[src/rtl/ptb_pkg.sv]
package ptb_pkg;
    typedef enum logic [1:0] {
        ST_IDLE = 2'd0,
        ST_RISE = 2'd1,
        ST_FALL = 2'd2
    } ptb_state_e;
endpackage

[src/rtl/ptb_sequencer.sv]
module ptb_sequencer
    import ptb_pkg::*;
#(
    parameter int CNT_W = 16
) (
    input  logic             clk,
    input  logic             rst_n,
    input  logic             en,
    input  logic             tick,
    input  logic             tri_mode,
    input  logic [CNT_W-1:0] period,
    output logic [CNT_W-1:0] count,
    output ptb_state_e       state,
    output logic             zero_stb,
    output logic             prd_stb
);
    localparam logic [CNT_W-1:0] CNT_ZERO = '0;
    localparam logic [CNT_W-1:0] CNT_STEP = {{(CNT_W-1){1'b0}}, 1'b1};

    ptb_state_e       nxt_state;
    logic [CNT_W-1:0] nxt_count;
    logic             go;
    logic             at_zero;
    logic             at_top;

    assign go      = en && (period != CNT_ZERO);
    assign at_zero = (count == CNT_ZERO);
    assign at_top  = (count >= period);

    always_ff @(posedge clk or negedge rst_n) begin
        if (!rst_n) begin
            state <= ST_IDLE;
            count <= CNT_ZERO;
        end else begin
            state <= nxt_state;
            count <= nxt_count;
        end
    end

    always_comb begin
        nxt_state = state;
        nxt_count = count;
        zero_stb  = 1'b0;
        prd_stb   = 1'b0;
        unique case (state)
            ST_IDLE: begin
                nxt_count = CNT_ZERO;
                if (go) nxt_state = ST_RISE;
            end
            ST_RISE: begin
                if (!go) begin
                    nxt_state = ST_IDLE;
                    nxt_count = CNT_ZERO;
                end else if (tick) begin
                    zero_stb = at_zero;
                    prd_stb  = at_top;
                    if (at_top) begin
                        if (tri_mode) begin
                            nxt_state = ST_FALL;
                            nxt_count = count - CNT_STEP;
                        end else begin
                            nxt_count = CNT_ZERO;
                        end
                    end else begin
                        nxt_count = count + CNT_STEP;
                    end
                end
            end
            ST_FALL: begin
                if (!go) begin
                    nxt_state = ST_IDLE;
                    nxt_count = CNT_ZERO;
                end else if (tick) begin
                    zero_stb = at_zero;
                    if (!tri_mode) begin
                        nxt_state = ST_RISE;
                        prd_stb   = at_top;
                        nxt_count = at_top ? CNT_ZERO : count + CNT_STEP;
                    end else if (at_zero) begin
                        nxt_state = ST_RISE;
                        nxt_count = CNT_STEP;
                    end else begin
                        nxt_count = count - CNT_STEP;
                    end
                end
            end
            default: begin
                nxt_state = ST_IDLE;
                nxt_count = CNT_ZERO;
            end
        endcase
    end

    AST_HOLD_NO_TICK: assert property (@(posedge clk) disable iff (!rst_n)
        (state != ST_IDLE && go && !tick) |=> $stable(count));
    AST_IDLE_ZERO: assert property (@(posedge clk) disable iff (!rst_n)
        !go |=> (count == CNT_ZERO && state == ST_IDLE));
    AST_STB_EXCL: assert property (@(posedge clk) disable iff (!rst_n)
        $onehot0({zero_stb, prd_stb}));
    AST_ZERO_ONE_WIDE: assert property (@(posedge clk) disable iff (!rst_n)
        zero_stb |=> !zero_stb);
    AST_PRD_ONE_WIDE: assert property (@(posedge clk) disable iff (!rst_n)
        prd_stb |=> !prd_stb);
endmodule

[src/rtl/ptb_cmp_buffer.sv]
module ptb_cmp_buffer #(
    parameter int CNT_W = 16
) (
    input  logic             clk,
    input  logic             rst_n,
    input  logic             wr,
    input  logic [CNT_W-1:0] wdata,
    input  logic             reload,
    output logic [CNT_W-1:0] active
);
    logic [CNT_W-1:0] shadow;

    always_ff @(posedge clk or negedge rst_n) begin
        if (!rst_n) begin
            shadow <= '0;
            active <= '0;
        end else begin
            if (wr)     shadow <= wdata;
            if (reload) active <= shadow;
        end
    end

    AST_ACTIVE_HOLD: assert property (@(posedge clk) disable iff (!rst_n)
        !reload |=> $stable(active));
endmodule

[src/rtl/ptb_pwm_out.sv]
module ptb_pwm_out
    import ptb_pkg::*;
#(
    parameter int CNT_W = 16
) (
    input  ptb_state_e       state,
    input  logic             tri_mode,
    input  logic [CNT_W-1:0] count,
    input  logic [CNT_W-1:0] active,
    output logic             pwm
);
    always_comb begin
        pwm = 1'b0;
        unique case (state)
            ST_IDLE: pwm = 1'b0;
            ST_RISE: pwm = tri_mode ? ((active != '0) && (count <= active))
                                    : (count < active);
            ST_FALL: pwm = (count < active);
            default: pwm = 1'b0;
        endcase
    end
endmodule

[src/rtl/pwm_timebase.sv]
module pwm_timebase
    import ptb_pkg::*;
#(
    parameter int CNT_W = 16
) (
    input  logic             clk,
    input  logic             rst_n,
    input  logic             en,
    input  logic             tick,
    input  logic             mode,
    input  logic [CNT_W-1:0] period,
    input  logic             cmp_wr,
    input  logic [CNT_W-1:0] cmp_data,
    output logic             pwm_out,
    output logic [CNT_W-1:0] count,
    output logic             dir_down,
    output logic             zero_stb,
    output logic             prd_stb
);
    ptb_state_e       state;
    logic [CNT_W-1:0] act_cmp;
    logic             reload;

    ptb_sequencer #(.CNT_W(CNT_W)) i_seq (
        .clk      (clk),
        .rst_n    (rst_n),
        .en       (en),
        .tick     (tick),
        .tri_mode (mode),
        .period   (period),
        .count    (count),
        .state    (state),
        .zero_stb (zero_stb),
        .prd_stb  (prd_stb)
    );

    assign reload = zero_stb || prd_stb || (state == ST_IDLE);

    ptb_cmp_buffer #(.CNT_W(CNT_W)) i_buf (
        .clk    (clk),
        .rst_n  (rst_n),
        .wr     (cmp_wr),
        .wdata  (cmp_data),
        .reload (reload),
        .active (act_cmp)
    );

    ptb_pwm_out #(.CNT_W(CNT_W)) i_out (
        .state    (state),
        .tri_mode (mode),
        .count    (count),
        .active   (act_cmp),
        .pwm      (pwm_out)
    );

    assign dir_down = (state == ST_FALL);

    AST_ZERO_DUTY: assert property (@(posedge clk) disable iff (!rst_n)
        (act_cmp == '0) |-> !pwm_out);
    AST_DISABLE_QUIET: assert property (@(posedge clk) disable iff (!rst_n)
        !en |=> (!dir_down && !pwm_out && !zero_stb && !prd_stb));
endmodule

[config.mk]
export PLATFORM = sky130hd
export DESIGN_NAME = pwm_timebase
export DESIGN_NICKNAME = d
export VERILOG_FILES = /design/src/rtl/ptb_pkg.sv /design/src/rtl/ptb_sequencer.sv /design/src/rtl/ptb_cmp_buffer.sv /design/src/rtl/ptb_pwm_out.sv /design/src/rtl/pwm_timebase.sv
export SDC_FILE = /design/constraint.sdc
export NUM_CORES = 1
export LEC_CHECK = 0
export BUFFER_PORTS_ARGS = -buffer_cell sky130_fd_sc_hd__buf_2
export CAP_MARGIN = 20
export CORE_MARGIN = 2
export CORE_UTILIZATION = 58
export DETAILED_ROUTE_END_ITERATION = 12
export GPL_TIMING_DRIVEN = 0
export PLACE_DENSITY_LB_ADDON = 0.05
export SYNTH_ARGS = -nofsm -noshare
export SYNTH_HDL_FRONTEND = slang
export SYNTH_SLANG_ARGS = --single-unit
[constraint.sdc]
create_clock -name clk -period 4 [get_ports clk]
set_clock_uncertainty 0.05 [all_clocks]
set_input_delay 0.2 -clock clk [delete_from_list [all_inputs] [get_ports clk]]
set_output_delay 0.2 -clock clk [all_outputs]
set_load 0.01 [all_outputs]
== Yosys cells after proc, flatten, opt, wreduce, memory -nomap -nowiden ==
Cells that the tools add are included.
Widths: inputs -> output; s select.
Storage, ports and cells
  register bits: 50
  input port bits: 38
  output and inout port bits: 20
  word-level logic and storage cells: 59
Cells by class
  add/subtract/negate cells: 2
  magnitude comparators: 3
  equality and inequality tests: 8
  multiplexer cells: 31
  reductions and logical operators: 11
Operators by type and width (number)
  $mux 16: 9
  $pmux 16 s2: 1
  $reduce_bool 16->1: 2
  $mux 2: 9
  $add 16x1->16 const B: 1
  $ge 16x16->1: 1
  $le 16x16->1: 1
  $logic_not 16->1: 1
  $lt 16x16->1: 1
  $sub 16x1->16 const B: 1
  $ne 3x3->1 const B: 4
  $mux 1: 9
  $pmux 2 s3: 1
  $reduce_and 6->1: 1
  $ne 4x4->1 const B: 1
  $pmux 1 s2: 2
  $eq 2x1->1 const B: 1
  $eq 2x2->1 const B: 1
  $logic_and 1x1->1: 2
  $logic_not 2->1: 1
  $logic_or 1x1->1: 2
  $ne 2x1->1 const B: 1
  $reduce_and 2->1: 1
  $reduce_or 2->1: 1

== Depth between registers and ports, before layout ==
Gate-level depths: netlist (run 1).
  word-level depth: 7
  mapped depth: 11
  gate-level depth less buffers: 9

== Modules after synthesis ==
A second synthesis (run 1) with hierarchy kept.
Unflattened totals
  cells, all modules: 432
  area total of the unflattened synthesis: 4111.4 um^2
Modules (own cells, without submodules)
  ptb_sequencer: instances 1, cells each 289, area each 2280.9 um^2, seq. area each 450.4 um^2
  ptb_cmp_buffer: instances 1, cells each 68, area each 1298.7 um^2, seq. area each 800.8 um^2
  ptb_pwm_out: instances 1, cells each 72, area each 516.7 um^2, seq. area each 0.0 um^2
  pwm_timebase: instances 1, cells each 3, area each 15.0 um^2, seq. area each 0.0 um^2

== Least setup slack after synthesis (run 1) ==
OpenSTA, ideal clock, no wires.
  path kind: reg-to-reg
  from: register i_seq.count[0]
  to: register i_buf.active[11]
  library setup time: 0.125 ns
  arrival: 2.531 ns
  required time: 3.825 ns
  setup slack: 1.295 ns
  cell stages (with the launch flop): 11
  buffers on the path: 1
  cells stage by stage: dfrtp_1 -> inv_1 -> ha_1 -> nor3b_1 -> o21ai_0 -> a31oi_1 -> nand2_1 -> a21o_1 -> a31oi_4 -> buf_4 -> mux2_2
On the way
  cells in the longest elaborated chain, start to end: 7
Ends and longest elaborated chain
  start: declaration: line ptb_sequencer.sv:12  | output logic [CNT_W-1:0] count,
  start signal: assignment: line ptb_sequencer.sv:36  | count <= nxt_count;
  $ge 16x16->1: line ptb_sequencer.sv:28  | assign at_top = (count >= period);
  $mux 1: line ptb_sequencer.sv:75  | if (!tri_mode) begin
  $mux 1: line ptb_sequencer.sv:73  | end else if (tick) begin
  $mux 1: line ptb_sequencer.sv:70  | if (!go) begin
  $pmux 1 s2: line ptb_sequencer.sv:45  | unique case (state)
  $logic_or 1x1->1 * (2 in a row): line pwm_timebase.sv:37  | assign reload = zero_stb || prd_stb || (state == ST_IDLE);
  end signal: assignment: line ptb_cmp_buffer.sv:19  | if (reload) active <= shadow;
  end: declaration: line ptb_cmp_buffer.sv:9  | output logic [CNT_W-1:0] active
Every way passes the cells marked *; elsewhere a longest branch is shown, timed or not.
A chain may end at the register's enable or synchronous reset.

== Worst setup path in the final report (run 1) ==
  from: register i_seq.count[0]
  to: register i_buf.active[12]
Same word-level chain as after synthesis.

==> results.json, run 1 <==
{
  "status": "finished, final reports clean",
  "p_total_w": 0.00166,
  "rrSetupSlack_ns": 0.65,
  "synth-edff-count": 0,
  "area_growth_pct": 13.6,
  "max-slew-margin-rel_pct": 59.3,
  "ys.flop_type": "dfrtp_1",
  "insertion_delay_ns": 0.32,
  "cts_inserted_buffers": 5,
  "dp_hpwl_um": 7060,
  "hold_end": "i_buf.shadow[8]",
  "wl_per_cell_um": 17.4,
  "ys_ff_latch": 50,
  "arrival_ns": 3.49,
  "firstDrtPassIters": 4,
  "ys_top_cells_by_count": "dfrtp_1, inv_1, ha_1, mux2_2",
  "num_rows": 29,
  "synth_most_common_cell": "dfrtp_1",
  "ioPinCount": 58,
  "vias": 3314,
  "grt_max_degree": 51,
  "hp-start": "cmp_data[8]",
  "clkSinkCount": 50,
  "reg2reg_depth": 10,
  "drtIter0Drc": 228,
  "utilization_pct": 67.3,
  "p_leak_nw": 2.05,
  "crit_path_max_fanout": 10,
  "nets": 532,
  "cp-start-kind": "register",
  "routed_wl_um": 9300,
  "slew_viol_final": 0,
  "coreArea_um2": 6280,
  "setup.worst_path.class": "register to register",
  "cts_hold_buffers": 0,
  "overflow": 0,
  "rr_endpoint": "i_buf.active[12]",
  "dieArea_um2": 7070,
  "clk_pin_slew_ns": 0.10,
  "muxShareOfSynthArea_pct": 9.96,
  "io_buffers": 54,
  "avgSynthCellArea_um2": 9.48,
  "n_antenna_cell": 0,
  "place_area_um2": 4080,
  "h-tree-depth": 2,
  "whs_ns": 0.0689,
  "start_util_pct": 59.2,
  "synth_cell_types": 58,
  "synth_xor_area_share_pct": 0.707,
  "peakVddDrop_uv": 262,
  "cts_root_buf": "clkbuf_8",
  "rsz0062_at_grt": "no",
  "min_path_type": "input port to register",
  "synth_top_area_share_pct": 33.7,
  "synth_top_family_by_area": "compound AO/OA/AOI/OAI gates",
  "required_ns": 4.14,
  "powerDensity_nw_per_um2": 394,
  "max_freq_mhz": 298,
  "ant_nets": 0,
  "whs_path_depth": 2,
  "synthArstFlopShare_pct": 100,
  "place_congestion": 0.881,
  "drc_errors": 0,
  "yosysSeqAreaShare_pct": 33.7,
  "synth_area_leader_cell": "dfrtp_1",
  "fin_tns_setup_ns": 0,
  "cts_resized": 0,
  "period_needed_ns": 3.35,
  "timing.rr.start": "i_seq.count[0]",
  "tightest_slew_ns": 0.605,
  "syn_inst": 392,
  "synthesis.nets": 469,
  "hold_violations": 0,
  "vias_per_cell": 6.22,
  "fin_crit_sh_pct": 83.8,
  "layout-drive-gt1-share_pct": 25.9,
  "fp.dieH_um": 84.1,
  "synth-simple-area-share_pct": 18.0,
  "post_cts_buffers": 0,
  "yosys.area_share.adder_pct": 13.1,
  "die_w_um": 84.1,
  "syn_area_um2": 3720,
  "fin_area_um2": 4220,
  "maxCapViolCount": 0,
  "cts.path.max_buffers": 2,
  "synth_compound_area_share_pct": 18.2,
  "synth_area_leaders": "dfrtp_1, ha_1, mux2_2",
  "grt_pass1_wl_um": 15600,
  "grt_pass1_vias": 3297,
  "grt_usage_pct": 27.6,
  "cts_tree": "yes",
  "setup_viol": 0,
  "endpoint_kind": "register",
  "yosys_warnings": 0,
  "antenna_found_initial": 0
}
[cells by family after synthesis]
family,Yosys count
AO/OA/AOI/OAI,89
XOR/XNOR,3
adder cells (fa/ha/maj),39
buffers and inverters,58
flip-flops,50
multiplexers,33
AND/OR/NAND/NOR,120
[state kept, by name, summed over array words and instances, names as in the netlist]
signal        flops
i_buf.active     16
i_buf.shadow     16
i_seq.count      16
i_seq.state       2
[cells in the final DEF (no fill, tap or decap), types with 2 or more instances in the layout]
cell	netlist	layout
and4_1	2	2
a21oi_1	25	25
a41oi_1	2	2
nand2_1	25	25
a21o_1	3	3
nor3_1	13	13
or3_1	2	2
nor2_1	20	20
mux2_1	2	2
a211oi_1	2	2
inv_1	41	41
a22oi_1	2	2
a31oi_1	4	4
nor4_2	5	5
nand2_4	2	2
buf_2	3	57
ha_1	39	39
nor2b_1	4	4
o21ba_2	2	2
o21ai_0	9	9
clkbuf_8	0	5
mux2_2	30	30
nor3b_1	2	2
nand4_1	8	8
nand3_1	11	11
o221a_2	5	5
xnor2_1	3	3
o21a_1	4	4
a221oi_1	12	12
o221a_1	2	2
and3_1	8	8
clkbuf_1	11	12
dfrtp_1	50	50
o221ai_1	2	2
nand2b_1	2	2
nor4_1	12	12
[metrics by stage]
| step | setup WS (ns) | std cells |
|---|---|---|
| final | 0.650 | 533 |
| after global routing | 0.443 | 533 |
| after CTS | 0.701 | 531 |
| after detailed placement | 0.739 | 523 |
| after global placement | 0.830 | 523 |
| after floorplan | 1.29 | 392 |
[report_power, final]
| group | internal (W) | switching, W | leakage (nW) | total [W] |
|---|---|---|---|---|
| Sequential | 0.000604 | 0.0000776 | 0.624 | 0.000681 |
| Clock | 0.000187 | 0.000181 | 0.0514 | 0.000368 |
| Combinational | 0.000281 | 0.000334 | 1.38 | 0.000614 |
[how the worst max path moves through the flow]
stage | from | cells past startpoint | endpoint | slack (ns)
2_1_floorplan | i_seq.count[0] | 10 | i_buf.active[11] | 1.29
3_3_place_gp | i_seq.count[0] | 10 | i_buf.active[8] | 0.83
3_5_place_dp | i_seq.count[0] | 10 | i_buf.active[12] | 0.74
4_1_cts | i_seq.count[0] | 10 | i_buf.active[12] | 0.70
5_1_grt | i_seq.count[0] | 10 | i_buf.active[12] | 0.44
6_report | i_seq.count[0] | 10 | i_buf.active[12] | 0.65
[metal layers]
| metal | up-vias | share of wire, % | GRT usage (%) |
|---|---|---|---|
| met5 | - | 0 | 0 |
| met4 | 0 | 1.4 | 9.68 |
| met3 | 12 | 5.2 | 4.06 |
| met2 | 107 | 51 | 49.0 |
| met1 | 1606 | 42 | 33.9 |
| li1 | 1589 | - | - |
[final cells by class]
| type | instances | area [µm²] |
|---|---|---|
| Tap cell | 77 | 96.3 |
| Multi-Input combinational cell | 284 | 2230 |
| Clock buffer | 6 | 72.6 |
| Inverter | 41 | 154 |
| Clock inverter | 2 | 37.5 |
| Timing Repair Buffer | 56 | 300 |
| Sequential cell | 50 | 1250 |
| Buffer | 17 | 78.8 |
| Fill cell | 543 | 2050 |
[critical path, cell delays in order, from the launching register on]
cell,delay (ns)
dfrtp_1,0.47
inv_1,0.26
ha_1,0.29
nor3b_1,0.21
o21ai_0,0.16
a31oi_1,0.42
nand2_1,0.19
a21o_1,0.22
a31oi_4,0.34
buf_4,0.25
mux2_2,0.36
(Power assumes the default switching activity.)
==> run 2: changes to the inputs <==
Settings changed: CORE_UTILIZATION 58 to 52.
Clock period 4 ns to 2.95 ns, I/O delays scaled along.
==> results.json, run 2 (synthesis results as in run 1) <==
{
  "status": "finished, final reports clean",
  "max_stage_delay_ns": 0.60,
  "cp_top_family": "compound AO/OA/AOI/OAI gates",
  "critical_path.startpoint": "i_seq.count[5]",
  "reg_top3": "i_buf.active (16), i_buf.shadow (16), i_seq.count (16)",
  "vias": 3316,
  "endpoint_kind": "register",
  "start_util_pct": 54.1,
  "nets": 538,
  "grt_max_degree": 51,
  "path_cells": "ha_1 > a21oi_1 > o21ai_0 > a22oi_2 > nand2_1 > a21o_1 > a31oi_4 > buf_6 > mux2_2",
  "period_needed_ns": 2.85,
  "io_buffers": 54,
  "fin_tns_setup_ns": 0,
  "routed_wl_um": 9310,
  "area_growth_pct": 17.1,
  "h-tree-depth": 2,
  "grt_pass1_vias": 3322,
  "finalNonFillerCells": 558,
  "clk_pin_slew_ns": 0.09,
  "vias_per_cell": 5.94,
  "crit_cells": 9,
  "cts_inserted_buffers": 5,
  "coreArea_um2": 6870,
  "setup_viol": 0,
  "powerDensity_nw_per_um2": 529,
  "final_cell_mix": "buf_2, dfrtp_1, inv_1, ha_1, mux2_2",
  "cp_slowest_cell": "dfrtp_1",
  "cts.path.max_buffers": 2,
  "setup.worst_path.class": "register to register",
  "reg2reg_depth": 9,
  "fp.dieH_um": 88.6,
  "grt_usage_pct": 24.6,
  "cp-start-kind": "register",
  "ant_nets": 0,
  "nFillCells": 628,
  "dp.cells": 542,
  "ioPinCount": 58,
  "cts_root_buf": "clkbuf_8",
  "insertion_delay_ns": 0.31,
  "fin_crit_sh_pct": 96.5,
  "drtIter0Drc": 185,
  "dp_hpwl_um": 7000,
  "p_leak_nw": 2.08,
  "grt_pass1_wl_um": 15100,
  "rr_endpoint": "i_buf.active[12]",
  "wl_per_cell_um": 16.7,
  "rrSetupSlack_ns": 0.10,
  "timing.rr.start": "i_seq.count[5]",
  "peakVddDrop_uv": 365,
  "max_freq_mhz": 351,
  "layout-drive-gt1-share_pct": 29.4,
  "firstDrtPassIters": 4,
  "n_antenna_cell": 0,
  "layout_commonest_cell": "buf_2",
  "max-slew-margin-rel_pct": 65.4,
  "crit_path_max_fanout": 11,
  "overflow": 0,
  "clkSinkCount": 50,
  "critPathBufInv": 1,
  "antenna_found_initial": 0,
  "slew_viol_final": 0,
  "arrival_ns": 2.99,
  "maxCapViolCount": 0,
  "drc_errors": 0,
  "min_path_type": "input port to register",
  "dieArea_um2": 7840,
  "tightest_slew_ns": 0.519,
  "cts_tree": "yes",
  "cp-endpoint": "i_buf.active[12]",
  "required_ns": 3.09,
  "place_congestion": 0.938,
  "hold_violations": 0,
  "num_rows": 30,
  "die_w_um": 88.6
}
[run 2: changes by cell type in the layout (fill, tap and decap cells not counted), moves of 2 or more]
cell      before  now
dfrtp_2        0    3
nor4_1        12    9
nor3_2         0    2
nor4_2         5    8
nor3_1        13   11
buf_2         57   55
buf_4          1    6
dfrtp_1       50   47
clkbuf_4       0    2
[run 2: area by class of cell]
| cell class | count | area [µm²] | share of cell area [%] |
|---|---|---|---|
| multi-input cells | 284 | 2280 | 52.3 |
| flip-flops and latches | 50 | 1250 | 28.8 |
| repair buffers | 62 | 345 | 7.94 |
| inverters | 41 | 156 | 3.59 |
| well taps | 96 | 120 | 2.76 |
| plain buffers | 17 | 87.6 | 2.01 |
| clock buffers | 6 | 72.6 | 1.67 |
| clock inverters | 2 | 37.5 | 0.863 |
[run 2: how the worst min path moves through the flow]
stage	endpoint	slack (ns)	cells after the start	from
after floorplan	i_buf.active[0]	-0.20	0	rst_n
after global placement	i_buf.shadow[1]	0.33	2	cmp_data[1]
after detailed placement	i_buf.shadow[12]	0.33	2	cmp_data[12]
after CTS	i_buf.shadow[0]	0.01	2	cmp_data[0]
after global routing	i_buf.shadow[9]	0.008	2	cmp_data[9]
final	i_buf.shadow[0]	0.02	2	cmp_data[0]
[run 2: metal layers]
metal	up-vias	share of wire (%)	GRT usage, %
met1	1594	44	30.2
met2	104	49	43.2
met4	0	1.9	8.95
met3	21	5.2	4.48
li1	1597	-	-
met5	-	0	0
[run 2: where the power goes]
group | total (W) | internal, W | switching [W]
Sequential | 0.000925 | 0.000819 | 0.000106
Clock | 0.000494 | 0.000253 | 0.000241
Combinational | 0.000883 | 0.000423 | 0.000460
[run 2: worst register-to-register path: cells and delay by family (launching register included)]
kind                     cells  cell delay (ns)
buffers and inverters        1             0.20
adder cells (fa/ha/maj)      1             0.33
AO/OA/AOI/OAI                5             1.04
multiplexers                 1             0.34
AND/OR/NAND/NOR              1             0.18
flip-flops                   1             0.60
[run 2: per-stage QoR]
step                hold WS (ns)  instance area, µm²  total power [W]  setup WS [ns]  util (%)
floorplan                 -0.198                3720          0.00152          0.245         -
global placement           0.329                4110          0.00172         -0.216      59.8
detailed placement         0.332                4110          0.00175         -0.202      59.8
CTS                       0.0116                4230          0.00225        0.00535      61.6
global route             0.00835                4350          0.00246        -0.0168      63.4
finish                    0.0199                4350          0.00230          0.103      63.4
[run 2: repair_timing]
action | 4_1_cts | 5_1_grt
setup endpoints to repair | 20 | 25
gates resized for setup | 5 | 11
hold buffers | 0 | 1
buffers inserted | 0 | 6
pin swaps | 0 | 2
hold endpoints to repair | 0 | 14
==> run 3: changes to the inputs <==
Settings changed: ABC_CLOCK_PERIOD_IN_PS from default to 2950, CORE_UTILIZATION 52 to 53, SYNTH_HIERARCHICAL from default to 1.
==> results.json, run 3 <==
{
  "fp.dieH_um": 92.1,
  "p_leak_nw": 2.32,
  "setup_viol": 3,
  "avgSynthCellArea_um2": 9.52,
  "pwr-share-clk_pct": 10.4,
  "dieArea_um2": 8480,
  "place_congestion": 0.938,
  "crit_path_max_fanout": 8,
  "synth_top_area_share_pct": 30.4,
  "ioPinCount": 58,
  "yosys_warnings": 6,
  "arrival_ns": 3.11,
  "layout_commonest_cell": "buf_2",
  "synth_most_common_cell": "dfrtp_1",
  "overflow": 0,
  "grt_pass1_wl_um": 18300,
  "synth-edff-count": 0,
  "seqPwrFrac_pct": 26.8,
  "start_util_pct": 54.0,
  "grt_pass1_vias": 3655,
  "dp_hpwl_um": 8250,
  "routed_wl_um": 11600,
  "synth_area_leader_cell": "dfrtp_1",
  "grt_usage_pct": 27.4,
  "rsz0062_at_grt": "yes",
  "num_rows": 32,
  "min_path_type": "input port to register",
  "setup.worst_path.class": "register to register",
  "syn_inst": 432,
  "clkSinkCount": 50,
  "ys_top_cells_by_count": "dfrtp_1, inv_1, ha_1",
  "cts.path.max_buffers": 2,
  "hp-start": "cmp_data[13]",
  "vias": 3837,
  "combPwrFrac_pct": 62.8,
  "io_buffers": 56,
  "dp.cells": 591,
  "cts_inserted_buffers": 5,
  "swShare_pct": 46.0,
  "coreArea_um2": 7610,
  "max_freq_mhz": 339,
  "tightest_slew_ns": 0.554,
  "clk_pin_slew_ns": 0.10,
  "peakVddDrop_uv": 553,
  "area_growth_pct": 21.8,
  "vias_per_cell": 6.18,
  "ant_nets": 0,
  "p_int_w": 0.00234,
  "drtIter0Drc": 346,
  "synth_area_leaders": "dfrtp_1, ha_1, mux2_4",
  "h-tree-depth": 2,
  "period_needed_ns": 2.95,
  "ys.flop_type": "dfrtp_1",
  "required_ns": 3.11,
  "critical_path.startpoint": "i_seq/count[5]",
  "yosysSeqAreaShare_pct": 30.4,
  "cts_root_buf": "clkbuf_8",
  "fin_crit_sh_pct": 100,
  "syn_area_um2": 4110,
  "endpoint_kind": "register",
  "maxCapViolCount": 0,
  "drc_errors": 0,
  "timing.rr.start": "i_seq/count[5]",
  "max-slew-margin-rel_pct": 63.1,
  "wl_per_cell_um": 18.6,
  "finalNonFillerCells": 621,
  "synth_cell_types": 69,
  "synthArstFlopShare_pct": 100,
  "firstDrtPassIters": 7,
  "layout-drive-gt1-share_pct": 34.5,
  "nets": 597,
  "p_switching_w": 0.00199,
  "reg_top3": "i_buf/active (16), i_buf/shadow (16), i_seq/count (16)",
  "grt_max_degree": 39,
  "ys_ff_latch": 50,
  "violations": "setup timing",
  "whs_ns": 0.00787,
  "slew_viol_final": 0,
  "place_area_um2": 4540,
  "fin_area_um2": 5010,
  "insertion_delay_ns": 0.31,
  "powerDensity_nw_per_um2": 865,
  "antenna_found_initial": 0,
  "final_cell_mix": "buf_2, inv_1, dfrtp_1, ha_1",
  "cts_tree": "yes",
  "n_antenna_cell": 0,
  "cp-start-kind": "register",
  "die_w_um": 92.1,
  "status": "finished with violations",
  "hold_violations": 0,
  "setup_ws_ns": -0.00257,
  "synthesis.nets": 511
}
==> run 3: stage by stage <==
step | worst slack, ns | utilization [%] | total power, W | setup TNS (ns)
floorplan | 0.0943 | - | 0.00294 | 0
global placement | -0.341 | 59.5 | 0.00352 | -4.70
detailed placement | -0.281 | 59.7 | 0.00358 | -3.76
CTS | 0.0344 | 62.8 | 0.00410 | 0
global route | -0.0874 | 65.8 | 0.00464 | -0.922
finish | -0.00257 | 65.8 | 0.00433 | -0.00381
==> run 3: logic make-up after synthesis <==
group | after synthesis | share of synthesized area [%]
multiplexers | 35 | 11.4
adder cells (fa/ha/maj) | 41 | 12.5
buffers and inverters | 69 | 8.22
AND/OR/NAND/NOR | 147 | 21.3
flip-flops | 50 | 30.4
AO/OA/AOI/OAI | 90 | 16.3
==> run 3: final timing paths <==
kind,to,slack [ns],cells after the start
hold / removal,i_buf/shadow[13],0.008,2
min in group asynchronous,i_buf/shadow[9],0.23,2
hold reg to reg,i_buf/active[3],0.46,1
max in group asynchronous,i_seq/count[4],2.07,3
setup reg to reg,i_buf/active[7],-0.003,11
setup / recovery,i_buf/active[7],-0.003,11
==> run 3: final cells by class <==
type	instances	area (µm²)
buffer	20	155
clock buffer	6	82.6
clock inverter	2	16.3
fill	640	2600
inverter	47	179
multi-input combinational	313	2660
sequential	50	1260
tap	102	128
timing repair buffer	81	523
==> run 3: what timing repair did <==
item                                    in CTS  in global routing
buffers inserted                             5                  8
cloned                                       0                  1
hold buffers                                 7                  3
endpoints found under the setup margin      22                 23
endpoints found under the hold margin       18                  3
pin swaps                                    1                 10
resized for setup                           13                 20
==> run 3: layer usage <==
metal | part of all wire, % | vias to the layer above | track usage, %
li1 | - | 1788 | -
met1 | 43 | 1825 | 37.8
met2 | 46 | 189 | 43.0
met3 | 9.0 | 35 | 4.93
met4 | 2.4 | 0 | 10.2
met5 | 0 | - | 0
==> run 3: power by group through the flow <==
stage / logic (W) / clock network, W / registers, W
6_report: 0.00272 / 0.000450 / 0.00116
5_1_grt: 0.00295 / 0.000495 / 0.00119
4_1_cts: 0.00249 / 0.000463 / 0.00115
3_5_place_dp: 0.00239 / 0 / 0.00118
3_3_place_gp: 0.00234 / 0 / 0.00118
2_1_floorplan: 0.00185 / 0 / 0.00109
==> run 3: critical path, stage by stage, from the launching register on <==
cell and delay, ns:
dfrtp_2 0.45, ha_4 0.28, nand3_2 0.07, or3_4 0.39, nor4_4 0.29, and3b_2 0.27
a211oi_2 0.27, nor2_2 0.08, o21ai_2 0.07, buf_6 0.16, clkbuf_16 0.16, mux2_4 0.29
